### src/rtl/nandb_pkg.sv
package nandb_pkg;

  typedef enum logic [1:0] {
    SZ_BYTE = 2'd0,
    SZ_HALF = 2'd1,
    SZ_WORD = 2'd2,
    SZ_RSVD = 2'd3
  } host_size_e;

  typedef enum logic [1:0] {
    PH_IDLE,
    PH_SETUP,
    PH_STROBE,
    PH_HOLD
  } phase_e;

  // index of the final byte cycle for a host size code
  function automatic logic [1:0] size_last(input logic [1:0] sz);
    case (sz)
      SZ_BYTE: size_last = 2'd0;
      SZ_HALF: size_last = 2'd1;
      default: size_last = 2'd3;
    endcase
  endfunction

endpackage

### src/rtl/nandb_sync.sv
module nandb_sync #(
  parameter int STAGES = 2
) (
  input  logic clk_i,
  input  logic rst_ni,
  input  logic d_i,
  output logic q_o
);
  logic [STAGES-1:0] sr_q;

  always_ff @(posedge clk_i or negedge rst_ni) begin
    if (!rst_ni) sr_q <= '0;
    else         sr_q <= {sr_q[STAGES-2:0], d_i};
  end

  assign q_o = sr_q[STAGES-1];
endmodule

### src/rtl/nandb_regs.sv
module nandb_regs #(
  parameter int NCS = 4,
  parameter int DW  = 32
) (
  input  logic           clk_i,
  input  logic           rst_ni,
  input  logic           wr_i,
  input  logic           sel_stat_i,
  input  logic [NCS-1:0] wdata_i,
  input  logic           ready_i,
  output logic [NCS-1:0] mode_o,
  output logic [DW-1:0]  rdata_o
);
  logic [NCS-1:0] mode_q;

  always_ff @(posedge clk_i or negedge rst_ni) begin
    if (!rst_ni)                 mode_q <= '0;
    else if (wr_i && !sel_stat_i) mode_q <= wdata_i;
  end

  always_comb begin
    rdata_o = '0;
    if (sel_stat_i) rdata_o[0] = ready_i;
    else            rdata_o[NCS-1:0] = mode_q;
  end

  assign mode_o = mode_q;
endmodule

### src/rtl/nandb_cycle.sv
module nandb_cycle
  import nandb_pkg::*;
#(
  parameter int DW         = 32,
  parameter int SETUP_CYC  = 1,
  parameter int STROBE_CYC = 2,
  parameter int HOLD_CYC   = 1,
  localparam int NB        = DW / 8,
  localparam int IW        = $clog2(NB)
) (
  input  logic          clk_i,
  input  logic          rst_ni,
  input  logic          start_i,
  input  logic          write_i,
  input  logic [IW-1:0] last_i,
  input  logic [DW-1:0] wdata_i,
  input  logic [7:0]    dq_i,
  output logic          busy_o,
  output logic          done_o,
  output logic          we_no,
  output logic          re_no,
  output logic [7:0]    dq_o,
  output logic          dq_oe_o,
  output logic [DW-1:0] rdata_o
);
  localparam int PMAX = (SETUP_CYC > STROBE_CYC) ?
                        ((SETUP_CYC > HOLD_CYC) ? SETUP_CYC : HOLD_CYC) :
                        ((STROBE_CYC > HOLD_CYC) ? STROBE_CYC : HOLD_CYC);
  localparam int CW = $clog2(PMAX) + 1;

  phase_e               phase_q;
  logic [CW-1:0]        cnt_q;
  logic [IW-1:0]        idx_q, last_q;
  logic                 wr_q, done_q;
  logic [NB-1:0][7:0]   wbuf_q, rbuf_q;

  always_ff @(posedge clk_i or negedge rst_ni) begin
    if (!rst_ni) begin
      phase_q <= PH_IDLE;
      cnt_q   <= '0;
      idx_q   <= '0;
      last_q  <= '0;
      wr_q    <= 1'b0;
      done_q  <= 1'b0;
      wbuf_q  <= '0;
      rbuf_q  <= '0;
    end else begin
      done_q <= 1'b0;
      case (phase_q)
        PH_IDLE: if (start_i) begin
          phase_q <= PH_SETUP;
          cnt_q   <= '0;
          idx_q   <= '0;
          last_q  <= last_i;
          wr_q    <= write_i;
          wbuf_q  <= wdata_i;
          rbuf_q  <= '0;
        end
        PH_SETUP: begin
          if (cnt_q == CW'(SETUP_CYC - 1)) begin
            phase_q <= PH_STROBE;
            cnt_q   <= '0;
          end else cnt_q <= cnt_q + 1'b1;
        end
        PH_STROBE: begin
          if (cnt_q == CW'(STROBE_CYC - 1)) begin
            phase_q <= PH_HOLD;
            cnt_q   <= '0;
            if (!wr_q) rbuf_q[idx_q] <= dq_i; // sample at strobe release
          end else cnt_q <= cnt_q + 1'b1;
        end
        PH_HOLD: begin
          if (cnt_q == CW'(HOLD_CYC - 1)) begin
            cnt_q <= '0;
            if (idx_q == last_q) begin
              phase_q <= PH_IDLE;
              done_q  <= 1'b1;
            end else begin
              phase_q <= PH_SETUP;
              idx_q   <= idx_q + 1'b1;
            end
          end else cnt_q <= cnt_q + 1'b1;
        end
        default: phase_q <= PH_IDLE;
      endcase
    end
  end

  assign busy_o  = (phase_q != PH_IDLE);
  assign done_o  = done_q;
  assign we_no   = !((phase_q == PH_STROBE) && wr_q);
  assign re_no   = !((phase_q == PH_STROBE) && !wr_q);
  assign dq_o    = wbuf_q[idx_q];
  assign dq_oe_o = busy_o && wr_q;
  assign rdata_o = rbuf_q;
endmodule

### src/rtl/nandb_bridge.sv
module nandb_bridge
  import nandb_pkg::*;
#(
  parameter int AW          = 13,
  parameter int NCS         = 4,
  parameter int CS_LSB      = 8,
  parameter int SEC_BIT     = 5,
  parameter int ALE_BIT     = 3,
  parameter int CLE_BIT     = 4,
  parameter int REG_BIT     = 12,
  parameter int REG_SEL_BIT = 2,
  parameter int SETUP_CYC   = 1,
  parameter int STROBE_CYC  = 2,
  parameter int HOLD_CYC    = 1,
  parameter int SYNC_STAGES = 2
) (
  input  logic           clk_i,
  input  logic           rst_ni,
  input  logic           req_i,
  input  logic           we_i,
  input  logic [1:0]     size_i,
  input  logic [AW-1:0]  addr_i,
  input  logic [31:0]    wdata_i,
  output logic           ack_o,
  output logic [31:0]    rdata_o,
  output logic [NCS-1:0] nand_ce_no,
  output logic [NCS-1:0] nand_ce2_no,
  output logic           nand_ale_o,
  output logic           nand_cle_o,
  output logic           nand_we_no,
  output logic           nand_re_no,
  output logic [7:0]     nand_dq_o,
  output logic           nand_dq_oe_o,
  input  logic [7:0]     nand_dq_i,
  input  logic           nand_rb_i
);
  localparam int DW  = 32;
  localparam int IW  = $clog2(DW / 8);
  localparam int CSW = (NCS > 1) ? $clog2(NCS) : 1;

  logic           rb_sync;
  logic [NCS-1:0] mode;
  logic [DW-1:0]  reg_rdata, cyc_rdata;
  logic           cyc_busy, cyc_done;
  logic           accept, is_reg, start, reg_wr;
  logic [CSW-1:0] cs_idx, cs_q;
  logic           sec_q, ale_q, cle_q, ack_q;
  logic [DW-1:0]  rdata_q;
  logic           addr_unused;

  assign addr_unused = ^{addr_i, wdata_i};

  nandb_sync #(.STAGES(SYNC_STAGES)) u_sync (
    .clk_i (clk_i),
    .rst_ni(rst_ni),
    .d_i   (nand_rb_i),
    .q_o   (rb_sync)
  );

  assign accept = req_i && !cyc_busy && !ack_o;
  assign is_reg = addr_i[REG_BIT];
  assign cs_idx = addr_i[CS_LSB +: CSW];
  assign start  = accept && !is_reg && mode[cs_idx];
  assign reg_wr = accept && is_reg && we_i;

  nandb_regs #(.NCS(NCS), .DW(DW)) u_regs (
    .clk_i     (clk_i),
    .rst_ni    (rst_ni),
    .wr_i      (reg_wr),
    .sel_stat_i(addr_i[REG_SEL_BIT]),
    .wdata_i   (wdata_i[NCS-1:0]),
    .ready_i   (rb_sync),
    .mode_o    (mode),
    .rdata_o   (reg_rdata)
  );

  nandb_cycle #(
    .DW(DW), .SETUP_CYC(SETUP_CYC), .STROBE_CYC(STROBE_CYC), .HOLD_CYC(HOLD_CYC)
  ) u_cycle (
    .clk_i  (clk_i),
    .rst_ni (rst_ni),
    .start_i(start),
    .write_i(we_i),
    .last_i (IW'(size_last(size_i))),
    .wdata_i(wdata_i),
    .dq_i   (nand_dq_i),
    .busy_o (cyc_busy),
    .done_o (cyc_done),
    .we_no  (nand_we_no),
    .re_no  (nand_re_no),
    .dq_o   (nand_dq_o),
    .dq_oe_o(nand_dq_oe_o),
    .rdata_o(cyc_rdata)
  );

  always_ff @(posedge clk_i or negedge rst_ni) begin
    if (!rst_ni) begin
      cs_q    <= '0;
      sec_q   <= 1'b0;
      ale_q   <= 1'b0;
      cle_q   <= 1'b0;
      ack_q   <= 1'b0;
      rdata_q <= '0;
    end else begin
      ack_q <= accept && !start;  // register access or disabled window
      if (accept && !start) rdata_q <= is_reg ? reg_rdata : '0;
      if (start) begin
        cs_q  <= cs_idx;
        sec_q <= addr_i[SEC_BIT];
        ale_q <= addr_i[ALE_BIT];
        cle_q <= addr_i[CLE_BIT];
      end
    end
  end

  assign ack_o      = ack_q || cyc_done;
  assign rdata_o    = cyc_done ? cyc_rdata : rdata_q;
  assign nand_ale_o = cyc_busy && ale_q;
  assign nand_cle_o = cyc_busy && cle_q;

  for (genvar g = 0; g < NCS; g++) begin : g_ce
    assign nand_ce_no[g]  = !(cyc_busy && (cs_q == CSW'(g)) && !sec_q);
    assign nand_ce2_no[g] = !(cyc_busy && (cs_q == CSW'(g)) && sec_q);
  end
endmodule

### config.mk
export PLATFORM = sky130hd
export DESIGN_NAME = nandb_bridge
export DESIGN_NICKNAME = d
export VERILOG_FILES = /design/src/rtl/nandb_pkg.sv /design/src/rtl/nandb_sync.sv /design/src/rtl/nandb_regs.sv /design/src/rtl/nandb_cycle.sv /design/src/rtl/nandb_bridge.sv
export SDC_FILE = /design/constraint.sdc
export NUM_CORES = 1
export LEC_CHECK = 0
export BUFFER_PORTS_ARGS = -buffer_cell sky130_fd_sc_hd__buf_2
export CAP_MARGIN = 40
export CORE_UTILIZATION = 30
export CTS_CLUSTER_SIZE = 12
export DETAILED_ROUTE_END_ITERATION = 7
export PLACE_DENSITY = 0.55
export SLEW_MARGIN = 20
export SYNTH_ARGS = -nofsm -noshare
export SYNTH_HDL_FRONTEND = slang
export SYNTH_SLANG_ARGS = --single-unit
### constraint.sdc
create_clock -name clk_i -period 2.35 [get_ports clk_i]
set_input_delay 0.3525 -clock clk_i [delete_from_list [all_inputs] [get_ports clk_i]]
set_output_delay 0.3525 -clock clk_i [all_outputs]
set_load 0.03 [all_outputs]
# ---- Word level (Yosys, flattened, before mapping)
# Cells that the tools add are included.
dict set report op_classes {
  n_eq_ne 15
  add_sub_neg 2
  n_reduce_logical 56
  order_cmp 3
  muxes 32
}
# cell n
set op_table {}
lappend op_table {{$mux 32} 4}
lappend op_table {{$pmux 32 s2} 1}
lappend op_table {{$bwmux 32} 1}
lappend op_table {{$logic_and 1x1->1} 26}
lappend op_table {{$mux 2} 9}
lappend op_table {{$logic_not 1->1} 17}
lappend op_table {{$bmux 8 s2} 1}
lappend op_table {{$demux 8 s2} 1}
lappend op_table {{$mux 8} 2}
lappend op_table {{$reduce_and 4->1} 3}
lappend op_table {{$eq 2x1->1 const B} 4}
lappend op_table {{$eq 2x2->1 const B} 4}
lappend op_table {{$logic_not 2->1} 4}
lappend op_table {{$pmux 2 s2} 2}
lappend op_table {{$pmux 2 s4} 1}
lappend op_table {{$lt 2x3->1 const B} 2}
lappend op_table {{$mux 1} 6}
lappend op_table {{$ne 2x1->1 const B} 3}
lappend op_table {{$ne 2x2->1 const B} 3}
lappend op_table {{$pmux 2 s3} 1}
lappend op_table {{$reduce_bool 2->1} 3}
lappend op_table {{$add 2x1->2 const B} 2}
lappend op_table {{$mux 4} 1}
lappend op_table {{$mux 3} 1}
lappend op_table {{6 further kinds} 6}
dict set report word_totals {
  regBits 118
  wordCells 130
  input_bits 60
  output_inout_bits 54
}

# ---- Logic depth before layout (Yosys ltp)
# Gate-level depths: netlist of the first run.
dict set report depth {
  word_depth 8
  mapped_depth 8
  depth_no_buf 7
}

# ---- Hierarchy
# A second synthesis of the first run with hierarchy kept.
dict set report unflattened {
  cells_unflattened 426
  area_unflattened_um2 5718.0
}
# mod area_each_um2 instances cells_each seq_area_each_um2
set modules_own_cells {}
lappend modules_own_cells {nandb_cycle 3269.4 1 230 1851.8}
lappend modules_own_cells {nandb_bridge 1973.1 1 152 950.9}
lappend modules_own_cells {nandb_regs 425.4 1 42 100.1}
lappend modules_own_cells {nandb_sync 50.0 1 2 50.0}

# ---- Worst setup path after synthesis of the first run
# OpenSTA, ideal clock, no wires.
dict set report synth_path {
  path_kind {flip-flop to output port}
  from {reg u_cycle.phase_q[0]}
  to {out nand_we_no}
  arrival_time_ps 1410
  path_stages_with_launch 6
  t_required_ps 1997
  slack_ps 588
  cell_sequence {dfrtp_1 > inv_1 > ha_1 > clkbuf_1 > clkbuf_1 > nand2_1}
}
dict set report synth_via {
  elab_chain_cells 3
}
# item line_no
set synth_lines {}
lappend synth_lines {{start, declared} nandb_cycle.sv:31} ;# phase_e phase_q;
lappend synth_lines {{start signal, assigned} nandb_cycle.sv:39} ;# phase_q <= PH_IDLE;
lappend synth_lines {{start signal, assigned} nandb_cycle.sv:51} ;# phase_q <= PH_SETUP;
lappend synth_lines {{start signal, assigned} nandb_cycle.sv:61} ;# phase_q <= PH_STROBE;
lappend synth_lines {{$eq 2x2->1} nandb_cycle.sv:91} ;# assign we_no = !((phase_q == PH_STROBE) && wr_q);
lappend synth_lines {{$logic_and 1x1->1} nandb_cycle.sv:91}
lappend synth_lines {{$logic_not 1->1} nandb_cycle.sv:91}
lappend synth_lines {{end, declared} nandb_bridge.sv:30} ;# output logic nand_we_no,
# No other way between the ends.

# ---- Worst setup path after layout of the first run
dict set report layout_path {
  from {reg u_cycle.idx_q[0]}
  to {out nand_dq_o[5]}
}
dict set report layout_via {
  elab_chain_cells 2
}
# item line_no
set layout_lines {}
lappend layout_lines {{start, declared} nandb_cycle.sv:33} ;# logic [IW-1:0] idx_q, last_q;
lappend layout_lines {{start signal, assigned} nandb_cycle.sv:80} ;# idx_q <= idx_q + 1'b1;
lappend layout_lines {{$bmux 8 s2} nandb_cycle.sv:93} ;# assign dq_o = wbuf_q[idx_q];
lappend layout_lines {{$mux 8 (implied by the code)} nandb_cycle.sv:93}
lappend layout_lines {{end, declared} nandb_bridge.sv:32} ;# output logic [7:0] nand_dq_o,
# No other way between the ends. The select of a mux whose other input is x is not followed.

==> results.md, run 1 <==
* Outcome: completed
* Total gr overflow at 0
* Crit path DAT at ~1.8 ns
* Vias at 3,294
* Final worst-path cycle share at 90.2%
* H-tree levels at 3
* Crit path max-delay cell type: mux4_2
* Number of port buffers at approximately 110
* Clk sinks at 90
* FMAX at about 470 MHz
* I/O pin cnt at around 110
* Die Y at between 100 and 150 um
* Final Routed Wirelength at approximately 11 mm
* Area share of the largest cell type after synthesis at around 49%
* Global-route wire length before repair at 17.4 mm
* WL/cell at 15.0 um
* CTS tree: done
* # DRC at 0
* Final Cell Area at around 5700 sq um
* Final nets at 580
* Sequential fraction of the synthesis area at 48.9%
* Area of the core at around 15,000 sq um
* Layout cell share with drive strength beyond 1 at 37.9%
* Chip width at 126 um
* Yosys reg bits at 90
* Final setup fails at 0
* Worst slew pin tran at approximately 0.58 ns
* Crit-path cells: buf_4, mux4_2, buf_2
* Final slew viol count at 0
* Vias in the first global route at roughly 3,400
* Vias per cell at 4.72
* Worst Hold Class: input pin to flip-flop
* Post-CTS setup buffer count at 0
* Clock transition at path regs at 0.07 ns
* Mapped Nets at 477
* Pwr dens at ~1200 nW/um^2
* Distinct cells, synth at 44
* Root buf cell: clkbuf_16
* CTS Buffer Depth at 2
* Worst-case reg-to-reg path depth at 8
* Pre-antenna DRT Iters at 4
* Area grow syn2layout at 23.0%
* Setup crit start kind: flip-flop
* Slowest stage delay, CP at around 0.54 ns
* Cells after synthesis at slightly above 400
* Largest net degree at the start of global routing at 65
* Synth area leaders: dfrtp_1, mux2_4, o21ai_1
* CTS Buf Count at 9
* Mean Syn Cell Area at between 10 and 15 sq um
* Worst path required time at about 2.0 ns
* Commonest non-fill, non-tap cell in the layout: buf_2
* Critical path endpoint category: primary output
* Number of synthesized flops with an enable pin at 0
* Max-cap violations at 0
* Stages on worst setup path at 3
* Asr flop ratio synth at 100%
* Synthesized area at approximately 4600 sq um
* Post-Route Skew at slightly below 0.01 ns
* RSZ-0062 raised after global routing: no
* Top FF cell, synth: dfrtp_1
* CP max FO at 11
* Max rail drop VDD at 0.825 mV
* Antenna-violating nets left at 0
* WS Path Type: flip-flop to primary output
* Rel. slew slack at between 60% and 70%
* Total die area at between 15,000 and 20,000 sq um
* Pleak at 2.81 nW
* Post-CTS sizing at 0
* Setup tns final at 0 ns
* Area leader, netlist: dfrtp_1
* Cell Rows at between 40 and 50
* Post-DP Area at between 5000 and 6000 sq um
* First DRT Iteration DRCs at about 160
* Initial antenna violation count at 0
* Ant diodes at 0
* WHS Path Cells at 1
* Worst path bufs/invs at 2
* Detailed Place HPWL at 7.55 mm
* Skew-Pair Late Insertion Delay at 0.35 ns
* Family with the most delay on the worst path: multiplexers
* Final min period at about 2.1 ns
* Total Routing Usage GR at about 14%
* Most frequent cells in the layout: buf_2, dfrtp_1, nand2_1
* Gp weighted congestion at just under 0.8
* Cts hold-fix bufs at 1
* Final hold vios at 0
* Starting Density at between 30% and 40%
* Final core utilization at 38.4%
* Yosys warns at 0
* Final Power at 7.03 mW
## report_power, final
group / leakage, nW / internal [mW] / switching [mW]
Clock: 0.149 / 0.855 / 0.613
Combinational: 1.47 / 1.36 / 1.67
Sequential: 1.19 / 2.15 / 0.385
## synth_stat cells (2+ instances only)
cell type	n
mux2_4	35
or2_2	2
clkbuf_2	2
mux2_2	12
a21oi_1	4
nand2b_1	3
and2_1	31
nor2_1	10
buf_2	6
clkbuf_1	8
o21ai_1	40
nor2b_1	11
inv_1	9
buf_1	4
xnor2_1	2
dfrtp_1	90
buf_6	5
ha_1	11
nand3_1	12
mux2i_1	4
mux4_2	8
o21ai_0	31
nand2_1	45
## worst paths after layout
check	from	end	slack (ns)
worst max-delay path	u_cycle.idx_q[0]$_DFFE_PN0P_	nand_dq_o[5]	0.23
worst min-delay path	nand_rb_i	u_sync.sr_q[0]$_DFF_PN0_	0.11
worst max register to register	u_cycle.phase_q[0]$_DFFE_PN0P_	u_cycle.rdata_o[1]$_DFFE_PN0P_	0.29
worst min register to register	u_sync.sr_q[0]$_DFF_PN0_	u_sync.sr_q[1]$_DFF_PN0_	0.37
max in group asynchronous	rst_ni	u_cycle.wbuf_q[21]$_DFFE_PN0P_	1.18
min in group asynchronous	rst_ni	u_cycle.rdata_o[19]$_DFFE_PN0P_	0.50
## routing by layer
layer	routed length (um)	track usage, %	part of all wire [%]
met5	0	0	0
met4	72	2.98	0.69
met2	4620	21.4	44
met3	797	4.97	7.6
met1	5010	18.9	48
## through the flow
stage / setup slack, ns / hold WS (ns) / std cells
floorplan: 0.588 / 0.0569 / 406
global placement: 0.375 / 0.329 / 681
detailed placement: 0.311 / 0.333 / 681
CTS: 0.215 / 0.0923 / 698
global route: 0.0457 / 0.0953 / 698
finish: 0.231 / 0.107 / 698
## worst register-to-register path, stage by stage, from the launching register on
cell and delay [ns]:
dfrtp_1 0.43, inv_1 0.10, ha_1 0.31, inv_1 0.14, o21ai_0 0.31, a31oi_4 0.13
buf_12 0.22, o21ai_0 0.17, o21ai_0 0.11
## kinds of logic after synthesis
kind of cell,after synthesis,share of synthesized area [%]
AOI/OAI and AO/OA,87,10.9
xor gates and xnor gates,2,0.380
adders and majority gates,11,2.99
buffers and inverters,34,3.80
DFF,90,48.9
muxes,60,19.4
and+or+nand+nor,122,13.7
## state kept, by name, summed over array words and instances (netlist names), 2 cells and up
| register | cells |
|---|---|
| rdata_q | 4 |
| u_cycle.last_q | 2 |
| u_cycle.wbuf_q | 32 |
| u_cycle.phase_q | 2 |
| u_cycle.cnt_q | 2 |
| u_sync.sr_q | 2 |
| u_cycle.rdata_o | 32 |
| cs_q | 2 |
| u_regs.mode_o | 4 |
| u_cycle.idx_q | 2 |
## layout make-up
class	count	area [sq um]
sequential	90	2250
clock inverter	6	65.1
multi-input combinational	282	2180
inverter	9	33.8
tap	184	230
timing repair buffer	117	666
fill	1491	9090
clock buffer	10	239
Power figures use the tool's default switching activity.
==> inputs of run 2 (changes only) <==
Settings changed: REMOVE_ABC_BUFFERS from default to 1.
==> run 2 against run 1 <==
- the flow now finishes with violations (negative hold slack)
- clock skew fell by 0.0019 ns
- count of clock-buffer cells in the layout fell by 1
- worst setup slack got worse by 0.070 ns
- non-clock buffer count rose by 2
- critical path type unchanged
- largest cell class unchanged
- largest power group unchanged
==> results.md, run 2 (synthesized netlist as in run 1, its figures left out) <==
* Outcome: finished with violations
* Failing checks: negative hold slack
* RSZ-0062 raised after global routing: no
* Final Routed Wirelength at 10.6 mm (+1.1%)
* Layout cell share with drive strength beyond 1 at 38.4% (+0.43 points)
* WL/cell at 15.2 um (+0.78%)
* Detailed Place HPWL at 7.64 mm (+1.2%)
* CTS Buf Count at 9 (unchanged)
* H-tree levels at 3 (unchanged)
* Post-Route Skew at 0.00801 ns (-0.00189 ns)
* Clock transition at path regs at 0.07 ns (about the same)
* CTS tree: done
* Post-CTS sizing at 0 (unchanged)
* Critical path endpoint category: primary output
* Vias per cell at 4.72 (about the same)
* Cts hold-fix bufs at 0 (-1)
* I/O pin cnt at 114 (unchanged)
* First DRT Iteration DRCs at 154 (-2.5%)
* Total Routing Usage GR at 14.1% (+0.18 points)
* Setup crit start kind: flip-flop
* Cell Rows at 44 (unchanged)
* Commonest non-fill, non-tap cell in the layout: buf_2
* Worst path required time at 2.00 ns (about the same)
* R2r setup slk at 0.37 ns (+0.08 ns)
* R2R Path End: u_cycle.rdata_o[20]$_DFFE_PN0P_
* Setup tns final at 0 ns (unchanged)
* Number of port buffers at 107 (unchanged)
* WS Path Type: flip-flop to primary output
* FMAX at 457 MHz (-3.2%)
* Chip width at 126 um (unchanged)
* Global-route wire length before repair at 17.5 mm (+0.52%)
* Starting Density at 31.2% (unchanged)
* Final worst-path cycle share at 93.2% (+3.0 points)
* Pwr dens at 1250 nW/um^2 (+0.71%)
* # DRC at 0 (unchanged)
* Final slew viol count at 0 (unchanged)
* Root buf cell: clkbuf_16
* Area grow syn2layout at 23.0% (unchanged)
* Largest net degree at the start of global routing at 65 (unchanged)
* CTS Buffer Depth at 2 (unchanged)
* RR Startpoint: u_cycle.phase_q[0]$_DFFE_PN0P_
* Total die area at 15,900 sq um (unchanged)
* Total gr overflow at 0 (unchanged)
* Min Hold Slack at -0.000949 ns (-0.108 ns)
* Vias at 3,304 (+0.30%)
* Max rail drop VDD at 0.659 mV (-20%)
* Worst Hold Class: input pin to async pin
* Most frequent cells in the layout: buf_2, dfrtp_1, nand2_1
* Antenna-violating nets left at 0 (unchanged)
* Max-cap violations at 0 (unchanged)
* Initial antenna violation count at 0 (unchanged)
* Final hold vios at 4 (+4)
* Pleak at 2.82 nW (+0.31%)
* Vias in the first global route at 3,342 (-1.2%)
* Final core utilization at 38.4% (unchanged)
* Rel. slew slack at 61.7% (+0.56 points)
* Worst-case reg-to-reg path depth at 8 (unchanged)
* Final nets at 582 (+0.34%)
* Pre-antenna DRT Iters at 4 (unchanged)
* Area of the core at 14,800 sq um (unchanged)
* CP max FO at 6 (-5)
* Final Worst Setup Slack at 0.161 ns (-0.0704 ns)
* Final setup fails at 0 (unchanged)
* Final min period at 2.19 ns (+0.0704 ns)
* Skew-Pair Late Insertion Delay at 0.34 ns (about the same)
* Crit path DAT at 1.84 ns (+0.07 ns)
* Die Y at 126 um (unchanged)
* Ant diodes at 0 (unchanged)
* Post-CTS setup buffer count at 0 (unchanged)
* Place WS at 0.389 ns (+0.0779 ns)
* Gp weighted congestion at 0.754 (-2.0%)
* Worst slew pin tran at 0.574 ns (-0.00714 ns)
* Clk sinks at 90 (unchanged)
[run 2: critical path, cell delays in order, from the launching register on]
cell and delay, ns:
dfrtp_1 0.43, inv_1 0.09, ha_1 0.26, buf_4 0.18
nor2b_1 0.23, nand2_1 0.11, buf_2 0.19
[run 2: cell type report]
cell class	count	area (sq um)
clock inverter	7	78.8
inverter	9	33.8
sequential	90	2250
clock buffer	9	225
tap	184	230
multi-input combinational	282	2180
timing repair buffer	119	666
fill	1472	9090
[run 2: where the power goes]
part | internal (mW) | switching, mW
logic | 1.37 | 1.68
registers | 2.15 | 0.385
clock network | 0.842 | 0.654
[run 2: per-stage QoR]
step                instances  total power [mW]  instance area, sq um
floorplan                 381              4.72                  4470
finish                    700              7.08                  5670
global route              700              7.57                  5670
CTS                       700              7.17                  5670
global placement          684              5.53                  5360
detailed placement        684              5.63                  5360
[run 2: worst max path at each step]
stage                              startpoint                               to  slack [ns]  cells after the start
2_1_floorplan  u_cycle.phase_q[0]$_DFFE_PN0P_  u_cycle.rdata_o[15]$_DFFE_PN0P_      -0.004                      6
3_3_place_gp                       addr_i[12]                cle_q$_DFFE_PN0P_        0.42                      6
3_5_place_dp                        addr_i[9]   u_cycle.wbuf_q[23]$_DFFE_PN0P_        0.39                      6
4_1_cts        u_cycle.phase_q[0]$_DFFE_PN0P_                    nand_ce_no[3]        0.15                      6
5_1_grt        u_cycle.phase_q[0]$_DFFE_PN0P_                    nand_ce_no[3]        0.04                      6
6_report       u_cycle.phase_q[0]$_DFFE_PN0P_                    nand_ce_no[3]        0.16                      6
[run 2: per-layer routing]
layer	global-route usage [%]	routed length (um)
met4	4.75	171
met3	3.61	541
met2	21.0	4610
met5	0	0
met1	19.9	5290
==> inputs of run 3 (changes only) <==
Settings changed: CAP_MARGIN 40 to 20, PLACE_DENSITY 0.55 to 0.54, SYNTH_HIERARCHICAL from default to 1.
==> run 3 against run 2 <==
- the flow now finishes without violations
- total power is 36% higher
- global-route usage grew 0.57 points
- synthesized area rose by 24%
- critical path type unchanged
- critical endpoint is now rdata_o[4]
- largest power group unchanged
==> results.md, run 3 <==
* I/O pin cnt at 114 (unchanged)
* Yosys warns at 6 (+6)
* Initial antenna violation count at 4 (+4)
* Antenna-violating nets left at 0 (unchanged)
* Detailed Place HPWL at 9.43 mm (+23%)
* Post-Route Skew at 0.00542 ns (-0.00259 ns)
* Synth area leaders: dfrtp_1, mux2_2, a22o_1
* WS Path Type: flip-flop to primary output
* CTS Buf Count at 17 (+8)
* Clock transition at path regs at 0.05 ns (-0.02 ns)
* CTS Buffer Depth at 2 (unchanged)
* Final Cell Area at 7130 sq um (+26%)
* Rel. slew slack at 65.7% (+3.9 points)
* Final hold vios at 0 (-4)
* Starting Density at 30.6% (-0.66 points)
* Area grow syn2layout at 24.7%
* Final core utilization at 38.1% (-0.28 points)
* Die Y at 140 um (+11%)
* Max rail drop VDD at 0.552 mV (-16%)
* # DRC at 0 (unchanged)
* Pre-antenna DRT Iters at 4 (unchanged)
* Yosys reg bits at 118 (+31%)
* FF/Latch Area at 2950 sq um (+31%)
* Most frequent cell after synthesis: dfrtp_1
* Number of port buffers at 107 (unchanged)
* Commonest non-fill, non-tap cell in the layout: dfrtp_1
* Cell Rows at 50 (+14%)
* Pwr dens at 1350 nW/um^2 (+8.4%)
* Final setup fails at 0 (unchanged)
* WL/cell at 16.8 um (+11%)
* Final slew viol count at 0 (unchanged)
* Filler Cells Inserted at 1,791 (+22%)
* Cells after synthesis at 426 (+4.9%)
* Clk sinks at 118 (+31%)
* Gp weighted congestion at 0.781 (+3.5%)
* Layout cell share with drive strength beyond 1 at 45.7% (+7.3 points)
* Setup tns final at 0 ns (unchanged)
* Final nets at 630 (+8.2%)
* Vias per cell at 4.71 (-0.19%)
* Max-cap violations at 0 (unchanged)
* Final worst-path cycle share at 95.7% (+2.5 points)
* Area taken by multi-input logic gates at 2520 sq um (+16%)
* Area leader, netlist: dfrtp_1
* Largest net degree at the start of global routing at 55 (-15%)
* Worst Hold Class: input pin to flip-flop
* Top FF cell, synth: dfrtp_1
* Area share of the largest cell type after synthesis at 51.6% (+2.8 points)
* Place WS at -0.0889 ns (-0.478 ns)
* Global-route wire length before repair at 22.0 mm (+26%)
* Number of synthesized flops with an enable pin at 0 (unchanged)
* H-tree levels at 4 (+1)
* Sequential fraction of the synthesis area at 51.6% (+2.8 points)
* Vias in the first global route at 4,064 (+22%)
* Inst Count DP at 771 (+13%)
* First DRT Iteration DRCs at 213 (+38%)
* Crit path DAT at 1.90 ns (+0.06 ns)
* Worst path required time at 2.00 ns (about the same)
* FMAX at 445 MHz (-2.6%)
* Final min period at 2.25 ns (+0.0588 ns)
* CTS tree: done
* Total Routing Usage GR at 14.7% (+0.57 points)
* Total gr overflow at 0 (unchanged)
* Critical path endpoint category: primary output
* Outcome: completed
* Mean Syn Cell Area at 13.4 sq um (+18%)
* Total die area at 19,600 sq um (+24%)
* Root buf cell: clkbuf_16
* Post-CTS setup buffer count at 0 (unchanged)
* Distinct cells, synth at 43 (-2.3%)
* Synth top cells by count: dfrtp_1, mux2_2, a22o_1
* CP max FO at 24 (+18)
* Synthesized area at 5720 sq um (+24%)
* Final Routed Wirelength at 13.5 mm (+27%)
* Asr flop ratio synth at 100% (unchanged)
* Area of the core at 18,700 sq um (+27%)
* Pleak at 3.63 nW (+29%)
* Post-DP Area at 6510 sq um (+21%)
* Most frequent cells in the layout: dfrtp_1, buf_2, mux2_2
* Chip width at 140 um (+11%)
* Vias at 3,783 (+14%)
* Skew-Pair Late Insertion Delay at 0.42 ns (+0.08 ns)
* Non-filler cells, final at 803 (+15%)
* Final Worst Setup Slack at 0.102 ns (-0.0588 ns)
* Worst slew pin tran at 0.515 ns (-0.0588 ns)
* Setup crit start kind: flip-flop
run 3: cell count changes after synthesis, sizes merged, moves of 27 or more:
cell,delta
a22o,+63
mux2,+29
o21ai,-63
buf,+27
nand2,-27
dfrtp,+28
and2,-30
run 3: where the power goes:
| group | leakage [nW] | internal, mW | switching, mW |
|---|---|---|---|
| logic | 1.78 | 1.72 | 2.40 |
| clock network | 0.270 | 1.59 | 0.866 |
| registers | 1.58 | 2.66 | 0.426 |
run 3: area by class of cell:
type | count | share of cell area [%]
Antenna cell | 2 | 0.0702
Clock buffer | 24 | 6.62
Clock inverter | 5 | 1.05
Inverter | 14 | 0.737
Multi-Input combinational cell | 274 | 35.4
Sequential cell | 118 | 41.4
Tap cell | 234 | 4.11
Timing Repair Buffer | 132 | 10.6
run 3: routing by layer:
metal | up-vias | share of wire, % | GRT usage, %
li1 | 1770 | - | -
met1 | 1889 | 46 | 18.4
met2 | 107 | 45 | 22.8
met3 | 15 | 7.1 | 5.71
met4 | 2 | 1.4 | 5.55
met5 | - | 0.13 | 0
run 3: metrics by stage:
step | power, mW | hold WS [ns]
detailed placement | 7.15 | 0.335
CTS | 9.69 | 0.0216
global placement | 7.06 | 0.337
finish | 9.66 | 0.0413
floorplan | 5.85 | 0.0569
global route | 10.2 | 0.0256
run 3: critical path, cell delays in order, from the launching register on:
cell and delay, ns:
dfrtp_1 0.40, buf_4 0.22, buf_6 0.27, mux2_2 0.39, buf_2 0.18
run 3: cell families (layout without fill, tap and decap cells):
group | after synthesis | count (layout) | share of synthesized area [%]
AND/OR/NAND/NOR | 57 | 57 | 5.49
flip-flops | 118 | 118 | 51.6
AO/OA/AOI/OAI | 84 | 84 | 12.3
other | 1 | 30 | 0.0656
adder cells (fa/ha/maj) | 13 | 13 | 2.84
XOR/XNOR | 2 | 2 | 0.306
buffers and inverters | 61 | 175 | 7.00
multiplexers | 90 | 90 | 20.3
run 3: timing repair:
item                                    in CTS  in global routing
pin swaps                                    0                  1
endpoints found under the hold margin       34                  0
endpoints found under the setup margin      40                 59
hold buffers                                 1                  0
resized for setup                            4                 15
run 3: path summary, 6_finish.rpt:
kind	from	end	slack, ns	depth (start not counted)
max	u_cycle/done_o$_DFF_PN0_	rdata_o[4]	0.10	4
min	nand_rb_i	u_sync/sr_q[0]$_DFF_PN0_	0.04	1
max reg2reg	u_cycle/phase_q[0]$_DFFE_PN0P_	rdata_q[30]$_DFFE_PN0P_	0.15	7
min reg2reg	u_sync/sr_q[0]$_DFF_PN0_	u_sync/sr_q[1]$_DFF_PN0_	0.35	0
max in group asynchronous	rst_ni	rdata_q[2]$_DFFE_PN0P_	1.15	3
min in group asynchronous	rst_ni	u_cycle/idx_q[0]$_DFFE_PN0P_	0.46	2
